[src/rtl/gst_pkg.sv]
package gst_pkg;
   typedef enum logic {ST_IDLE = 1'b0, ST_RUN = 1'b1} run_state_t;

   function automatic int unsigned max_of4(input int unsigned a, input int unsigned b,
                                           input int unsigned c, input int unsigned d);
      int unsigned m;
      m = a;
      if (b > m) m = b;
      if (c > m) m = c;
      if (d > m) m = d;
      return m;
   endfunction
endpackage

[src/rtl/gst_prescaler.sv]
module gst_prescaler #(
   parameter int PRE_W = 8,
   parameter int SH0   = 0,
   parameter int SH1   = 2,
   parameter int SH2   = 4,
   parameter int SH3   = 8
) (
   input  logic       clk,
   input  logic       rst_n,
   input  logic       load_i,
   input  logic [1:0] sel_i,
   input  logic       run_i,
   output logic       tick_o
);
   localparam int MAX_SH = int'(gst_pkg::max_of4(SH0, SH1, SH2, SH3));

   generate
      if (PRE_W < 1 || MAX_SH > PRE_W) begin : g_bad_cfg
         $error("gst_prescaler: shift exceeds prescaler width");
      end
      if (MAX_SH == 0) begin : g_no_div
         assign tick_o = run_i;
      end else begin : g_div
         localparam logic [PRE_W-1:0] T0 = PRE_W'((1 << SH0) - 1);
         localparam logic [PRE_W-1:0] T1 = PRE_W'((1 << SH1) - 1);
         localparam logic [PRE_W-1:0] T2 = PRE_W'((1 << SH2) - 1);
         localparam logic [PRE_W-1:0] T3 = PRE_W'((1 << SH3) - 1);
         logic [1:0]       sel_q;
         logic [PRE_W-1:0] pre_q;
         logic [PRE_W-1:0] term;

         always_comb begin
            case (sel_q)
               2'd0:    term = T0;
               2'd1:    term = T1;
               2'd2:    term = T2;
               default: term = T3;
            endcase
         end

         assign tick_o = run_i && (pre_q == term);

         always_ff @(posedge clk or negedge rst_n) begin
            if (!rst_n) begin
               sel_q <= 2'd0;
               pre_q <= '0;
            end else if (load_i) begin
               sel_q <= sel_i;
               pre_q <= '0;
            end else if (run_i) begin
               pre_q <= (pre_q == term) ? '0 : pre_q + 1'b1;
            end
         end

         // the prescale phase never passes the selected divide terminal
         assert_prescale_bounded_R3: assert property (@(posedge clk) disable iff (!rst_n)
            pre_q <= term);
         // a load restarts the prescale phase
         assert_prescale_restart_R6: assert property (@(posedge clk) disable iff (!rst_n)
            load_i |=> pre_q == '0);
      end
   endgenerate
endmodule

[src/rtl/gst_counter.sv]
module gst_counter #(
   parameter int CNT_W = 12
) (
   input  logic             clk,
   input  logic             rst_n,
   input  logic             clear_i,
   input  logic             tick_i,
   input  logic [CNT_W-1:0] limit_i,
   output logic             done_o
);
   logic [CNT_W-1:0] count_q;

   assign done_o = tick_i && (count_q == limit_i - 1'b1);

   always_ff @(posedge clk or negedge rst_n) begin
      if (!rst_n)       count_q <= '0;
      else if (clear_i) count_q <= '0;
      else if (tick_i)  count_q <= done_o ? '0 : count_q + 1'b1;
   end

   // the count stays below the captured limit and never wraps
   assert_no_overflow_R8: assert property (@(posedge clk) disable iff (!rst_n)
      !clear_i |-> count_q < limit_i);
   // a tick that is not terminal advances the count by one
   assert_count_step_R2: assert property (@(posedge clk) disable iff (!rst_n)
      (tick_i && !done_o && !clear_i) |=> count_q == $past(count_q) + 1'b1);
endmodule

[src/rtl/gst_integration_timer.sv]
module gst_integration_timer #(
   parameter int CNT_W     = 12,
   parameter int MIN_COUNT = 10,
   parameter int PRE_W     = 8,
   parameter int SH0       = 0,
   parameter int SH1       = 2,
   parameter int SH2       = 4,
   parameter int SH3       = 8
) (
   input  logic             clk,
   input  logic             rst_n,
   input  logic             shutter_start_i,
   input  logic [1:0]       gran_sel_i,
   input  logic [CNT_W-1:0] int_time_i,
   output logic             timeout_o
);
   import gst_pkg::*;

   localparam logic [CNT_W-1:0] MIN_VAL = CNT_W'(MIN_COUNT);

   generate
      if (MIN_COUNT < 1 || MIN_COUNT >= (1 << CNT_W)) begin : g_bad_min
         $error("gst_integration_timer: MIN_COUNT out of range");
      end
   endgenerate

   run_state_t       state_q;
   logic [CNT_W-1:0] limit_q;
   logic             timeout_q;
   logic             run;
   logic             tick;
   logic             done;

   assign run       = (state_q == ST_RUN) && !shutter_start_i;
   assign timeout_o = timeout_q;

   gst_prescaler #(.PRE_W(PRE_W), .SH0(SH0), .SH1(SH1), .SH2(SH2), .SH3(SH3)) u_pre (
      .clk    (clk),
      .rst_n  (rst_n),
      .load_i (shutter_start_i),
      .sel_i  (gran_sel_i),
      .run_i  (run),
      .tick_o (tick)
   );

   gst_counter #(.CNT_W(CNT_W)) u_cnt (
      .clk     (clk),
      .rst_n   (rst_n),
      .clear_i (shutter_start_i),
      .tick_i  (tick),
      .limit_i (limit_q),
      .done_o  (done)
   );

   always_ff @(posedge clk or negedge rst_n) begin
      if (!rst_n) begin
         state_q   <= ST_IDLE;
         limit_q   <= MIN_VAL;
         timeout_q <= 1'b0;
      end else begin
         timeout_q <= done && !shutter_start_i;
         if (shutter_start_i) begin
            state_q <= ST_RUN;
            limit_q <= (int_time_i < MIN_VAL) ? MIN_VAL : int_time_i;
         end else if (done) begin
            state_q <= ST_IDLE;
         end
      end
   end

   // the pulse lasts one cycle
   assert_single_pulse_R5: assert property (@(posedge clk) disable iff (!rst_n)
      timeout_o |=> !timeout_o);
   // the timer is idle while the pulse is high
   assert_idle_after_R5: assert property (@(posedge clk) disable iff (!rst_n)
      timeout_o |-> state_q == ST_IDLE);
   // a start always leaves the timer running with no pulse
   assert_start_runs_R6: assert property (@(posedge clk) disable iff (!rst_n)
      shutter_start_i |=> (state_q == ST_RUN && !timeout_o));
   // the captured length is never below the minimum
   assert_min_length_R4: assert property (@(posedge clk) disable iff (!rst_n)
      limit_q >= MIN_VAL);
   // no pulse can come from the idle state
   assert_idle_quiet_R1: assert property (@(posedge clk) disable iff (!rst_n)
      (state_q == ST_IDLE && !shutter_start_i) |=> !timeout_o);
endmodule

[config.mk]
export PLATFORM = sky130hd
export DESIGN_NAME = gst_integration_timer
export DESIGN_NICKNAME = d
export VERILOG_FILES = /design/src/rtl/gst_pkg.sv /design/src/rtl/gst_prescaler.sv /design/src/rtl/gst_counter.sv /design/src/rtl/gst_integration_timer.sv
export SDC_FILE = /design/constraint.sdc
export NUM_CORES = 1
export LEC_CHECK = 0
export BUFFER_PORTS_ARGS = -buffer_cell sky130_fd_sc_hd__buf_2
export CELL_PAD_IN_SITES_DETAIL_PLACEMENT = 0
export CELL_PAD_IN_SITES_GLOBAL_PLACEMENT = 1
export CORE_ASPECT_RATIO = 0.75
export CORE_MARGIN = 8
export CORE_UTILIZATION = 50
export CTS_CLUSTER_DIAMETER = 200
export CTS_CLUSTER_SIZE = 28
export DETAILED_ROUTE_END_ITERATION = 10
export PLACE_DENSITY = 0.89
export SLEW_MARGIN = 10
export SYNTH_ARGS = -nofsm -noshare
export SYNTH_HDL_FRONTEND = slang
export SYNTH_HIERARCHICAL = 1
export SYNTH_SLANG_ARGS = --single-unit
export TNS_END_PERCENT = 10
[constraint.sdc]
create_clock -name clk -period 4.06 [get_ports clk]
set_clock_uncertainty 0.2 [all_clocks]
set_input_delay 0.812 -clock clk [delete_from_list [all_inputs] [get_ports clk]]
set_output_delay 0.812 -clock clk [all_outputs]
set_load 0.02 [all_outputs]
== After elaboration in Yosys (flattened, before gate mapping) ==
Cells that the tools add are included.
Widths: inputs -> output; s select.
Word-level totals
  flip-flop bits (word level): 36
  input port bits: 17
  output and inout bits: 1
  word-level logic and storage cells: 33
Operators by class
  $add $sub $neg: 3
  order comparisons: 1
  equality and inequality tests: 4
  mux-type cells: 10
  reduce and logical (&&, ||, !) cells: 9
Operator list (number)
  $mux 12: 4
  $mux 8: 3
  $pmux 8 s3: 1
  $add 12x1->12 const B: 1
  $eq 12x12->1: 1
  $lt 12x4->1 const B: 1
  $sub 12x1->12 const B: 1
  $add 8x1->8 const B: 1
  $eq 8x8->1: 1
  $reduce_bool 2->1: 3
  $logic_and 1x1->1: 4
  $eq 2x1->1 const B: 1
  $eq 2x2->1 const B: 1
  $logic_not 2->1: 1
  $mux 1: 2
  $logic_not 1->1: 1

== Longest topological paths before layout ==
  depth after elaboration: 8
  depth in mapped cells: 11

== By module ==
Netlist, hierarchy kept.
By module, submodules not included
  gst_counter: times used 1, cells each 136, area each 1152.4 um^2
  gst_integration_timer: times used 1, cells each 43, area each 610.6 um^2
  gst_prescaler: times used 1, cells each 63, area each 599.3 um^2

== Least setup slack after synthesis ==
No wires, ideal clock.
  path kind: input to register
  start: input port shutter_start_i
  end: register state_q
  library setup time: 0.118 ns
  data arrival time: 2.574 ns
  required time: 3.742 ns
  setup slack: 1.168 ns
  stages on the path: 11
  cells stage by stage: buf_6 buf_6 nor2b_1 buf_4 and2_1 nand3_1 nor3_1 nand3_1 nor4_1 inv_1 a21o_1
On the way
  longest elaborated chain between the ends: 5
RTL lines
  start, declared: RTL line gst_integration_timer.sv:12  | input logic shutter_start_i,
  $logic_not 1->1: RTL line gst_integration_timer.sv:34  | assign run = (state_q == ST_RUN) && !shutter_start_i;
  $logic_and 1x1->1: RTL line gst_integration_timer.sv:34
  named net run: RTL line gst_integration_timer.sv:30  | logic run;
  $logic_and 1x1->1: RTL line gst_prescaler.sv:41  | assign tick_o = run_i && (pre_q == term);
  named net tick: RTL line gst_integration_timer.sv:31  | logic tick;
  $logic_and 1x1->1: RTL line gst_counter.sv:13  | assign done_o = tick_i && (count_q == limit_i - 1'b1);
  named net done: RTL line gst_integration_timer.sv:32  | logic done;
  $reduce_bool 2->1 (no source line)
  end signal, assigned: RTL line gst_integration_timer.sv:57  | state_q <= ST_IDLE;
  end signal, assigned: RTL line gst_integration_timer.sv:63  | state_q <= ST_RUN;
  end signal, assigned: RTL line gst_integration_timer.sv:66  | state_q <= ST_IDLE;
  end, declared: RTL line gst_integration_timer.sv:27  | run_state_t state_q;
The timed path passes the listed nets, and every way through them passes these cells.
A chain may end at the register's enable or synchronous reset.

== Final worst setup path ==
  start: register u_pre.g_div.pre_q[6]
  end: register u_cnt.count_q[1]
On the way
  longest elaborated chain between the ends: 6
RTL lines
  start, declared: RTL line gst_prescaler.sv:29  | logic [PRE_W-1:0] pre_q;
  start signal, assigned: RTL line gst_prescaler.sv:51  | pre_q <= (pre_q == term) ? '0 : pre_q + 1'b1;
  $eq 8x8->1 (*): RTL line gst_prescaler.sv:41
  $logic_and 1x1->1 (*): RTL line gst_prescaler.sv:41
  named net tick: RTL line gst_integration_timer.sv:31
  $logic_and 1x1->1: RTL line gst_counter.sv:13
  $mux 12 (2 in a row): RTL line gst_counter.sv:18  | else if (tick_i) count_q <= done_o ? '0 : count_q + 1'b1;
  $mux 12: RTL line gst_counter.sv:17  | else if (clear_i) count_q <= '0;
  end signal, assigned: RTL line gst_counter.sv:18
  end, declared: RTL line gst_counter.sv:11  | logic [CNT_W-1:0] count_q;
Mark *: on every way through the listed nets, which the timed path passes. The rest lies on a longest branch. The select of a mux whose other input is x is not followed.

==> run metrics <==
status complete, no violations; warnings from Yosys 6; clk slew on worst S/H paths 80 ps; Synth Flop Type dfrtp_1; DRC 0; initial antenna violation count 0; maximum buffer depth of the clock tree 2; ANT cells 0; Power per Cell Area 366 nW/µm²; Avg Vias per Cell 6.03; CTS Hold Bufs 0; # setup viols final 0; final hold vios 0; synthesis-to-finish area growth 10.7%; routed len/inst 16.3 µm; commonest cells after routing, fill and taps aside 34 x dfrtp_1, 18 x nor2_1, 17 x buf_2; Post-synth EDFFs 0; DR iter-0 viols 151; worst slew pin tran 801 ps; DRT antenna net count 0; CP required 4000 ps; period utilization 81.0%; post-synthesis cell count 242; fmax 304 MHz; Clk Latency, worst-skew pair 300 ps; most common cell after layout, fill and taps aside dfrtp_1; critical path peak fanout 22; dpl hpwl 3630 µm; post-synth top area share 36.0%; sequential power share 42.3%; setup bufs post-CTS 0; total track usage 15.5%; clock sinks 36; CTS root buffer clkbuf_8; Synth Net Count 262; worst hold slack 317 ps; Starting Density 52.6%; maximum number of pins on one net before global-route repair 48; Int Pwr 0.734 mW; Yosys reg bits 36; Synth Cell Area 2360 µm²; Chip Height 75.5 µm; final WL 5190 µm; port bufs 17; net load switching power 0.223 mW; num ports 18; Final #Nets 280; async set or reset register ratio after synthesis 100%; crit path DAT 3230 ps; Avg Synthesized Cell Area 9.76 µm²; fraction of layout cells with a size suffix above 1 22.6%; reported max-cap violation count 0; placer congestion estimate 0.844; Core ar. 4490 µm²; IR drop worst, VDD 0.000287 V; row count 21; global-route wire length before repair 8710 µm; Crit Path Class reg -> reg; min cycle time layout 3290 ps; CP Launch Type flop; Combinational Power Share 11.9%; die area 7200 µm²; CP endpoint kind flop; Final TNS setup 0 ps; Pre-Repair DR Iteration Count 4; vias in the first global route 1744; CTS Buf Count 5; Leak 1.05 nW; via count 1917; Resize count post-CTS 0; TritonCTS clock tree done; clock share of power 45.7%; min-delay worst type reg -> reg; total grt overflow 0; relative slew slack 46.6%; RSZ-0062 raised after global routing false; Max Slew Vio Count 0; synth top area cells dfrtp_1 36%, nand3_1 3.2%, nor4_1 3.2%; sw frac 23.3%; register area share after synthesis 38.2%; H-tree depth 2; die width 95.4 µm; Yosys top cell by area dfrtp_1; Netlist cell types 61
per-stage QoR:
step           util [%]  cells  power (mW)  setup WS [ps]  cell area, µm²
6_report           58.2    318       0.957            770            2620
5_1_grt            58.2    318       0.997            610            2620
4_1_cts            58.2    318       0.966            848            2620
3_5_place_dp       54.7    310       0.525            880            2460
3_3_place_gp       54.7    310       0.523            903            2460
2_1_floorplan         -    242       0.487           1170            2360
cells by family (layout without fill, tap and decap cells):
family,Yosys count,in the layout,synth area share [%]
simple gates,114,114,30.5
buf+inv,17,36,4.87
xor+xnor,14,14,5.19
compound gates,41,41,11.9
flops,36,36,38.2
mux,17,17,7.79
fa+ha+maj,3,3,1.59
area by class of cell:
type                       count  area (µm²)
fill                         384        1880
clock buffer                   5        68.8
timing repair buffer          20         108
inverter                       8        30.0
multi-input combinational    189        1340
sequential                    36         903
clock inverter                 3        90.1
tap                           57        71.3
per-layer routing:
metal	routed length [µm]	part of all wire [%]	global-route usage (%)
met5	0	0	0
met4	62	1.2	5.26
met3	483	9.3	3.64
met2	2040	39	21.2
met1	2600	50	22.9
cells in the mapped netlist, types with 4 or more instances:
library cell and count:
nor3_1 8, xor2_1 6, a21oi_1 9, nor2b_1 5
nand3_1 15, mux2_2 6, inv_1 8, o21ai_0 9
nor2_1 18, and3_2 8, nor4_1 12, nand3b_1 4
xnor2_1 8, dfrtp_1 34, nand4_1 5, mux2_1 5
nand2b_1 4, mux2i_1 6, nand2_1 8
state kept, by name (all words and copies together), names as in the netlist:
signal	flops
u_pre/g_div.pre_q	8
timeout_o	1
limit_q	12
state_q	1
u_cnt/count_q	12
u_pre/g_div.sel_q	2
worst paths after layout:
| kind | start | end | slack [ps] | depth (start not counted) |
|---|---|---|---|---|
| worst max-delay path | u_pre/g_div.pre_q[6]$_DFFE_PN0P_ | u_cnt/count_q[1]$_DFFE_PN0P_ | 770 | 10 |
| worst min-delay path | state_q$_DFFE_PN0P_ | state_q$_DFFE_PN0P_ | 320 | 1 |
| worst max register to register | u_pre/g_div.pre_q[6]$_DFFE_PN0P_ | u_cnt/count_q[1]$_DFFE_PN0P_ | 770 | 10 |
| worst min register to register | state_q$_DFFE_PN0P_ | state_q$_DFFE_PN0P_ | 320 | 1 |
| max in group asynchronous | rst_n | limit_q[10]$_DFFE_PN0P_ | 2740 | 1 |
| min in group asynchronous | rst_n | limit_q[6]$_DFFE_PN0P_ | 410 | 1 |
critical path, stage by stage, from the launching register on:
cell     delay, ps
dfrtp_1        430
nor4_1         280
mux2i_1        170
a21oi_1        350
and2_1         190
buf_4          240
nand3_1         90
nor3_1         150
nand3_1        180
nor4_1         650
o32ai_1        190
power groups by stage:
stage / sequential [mW] / combinational (mW) / clock [mW]
2_1_floorplan: 0.401 / 0.0854 / 0
3_3_place_gp: 0.410 / 0.113 / 0
3_5_place_dp: 0.411 / 0.114 / 0
4_1_cts: 0.404 / 0.115 / 0.447
5_1_grt: 0.409 / 0.128 / 0.460
6_report: 0.405 / 0.114 / 0.438
(Power assumes the default switching activity.)
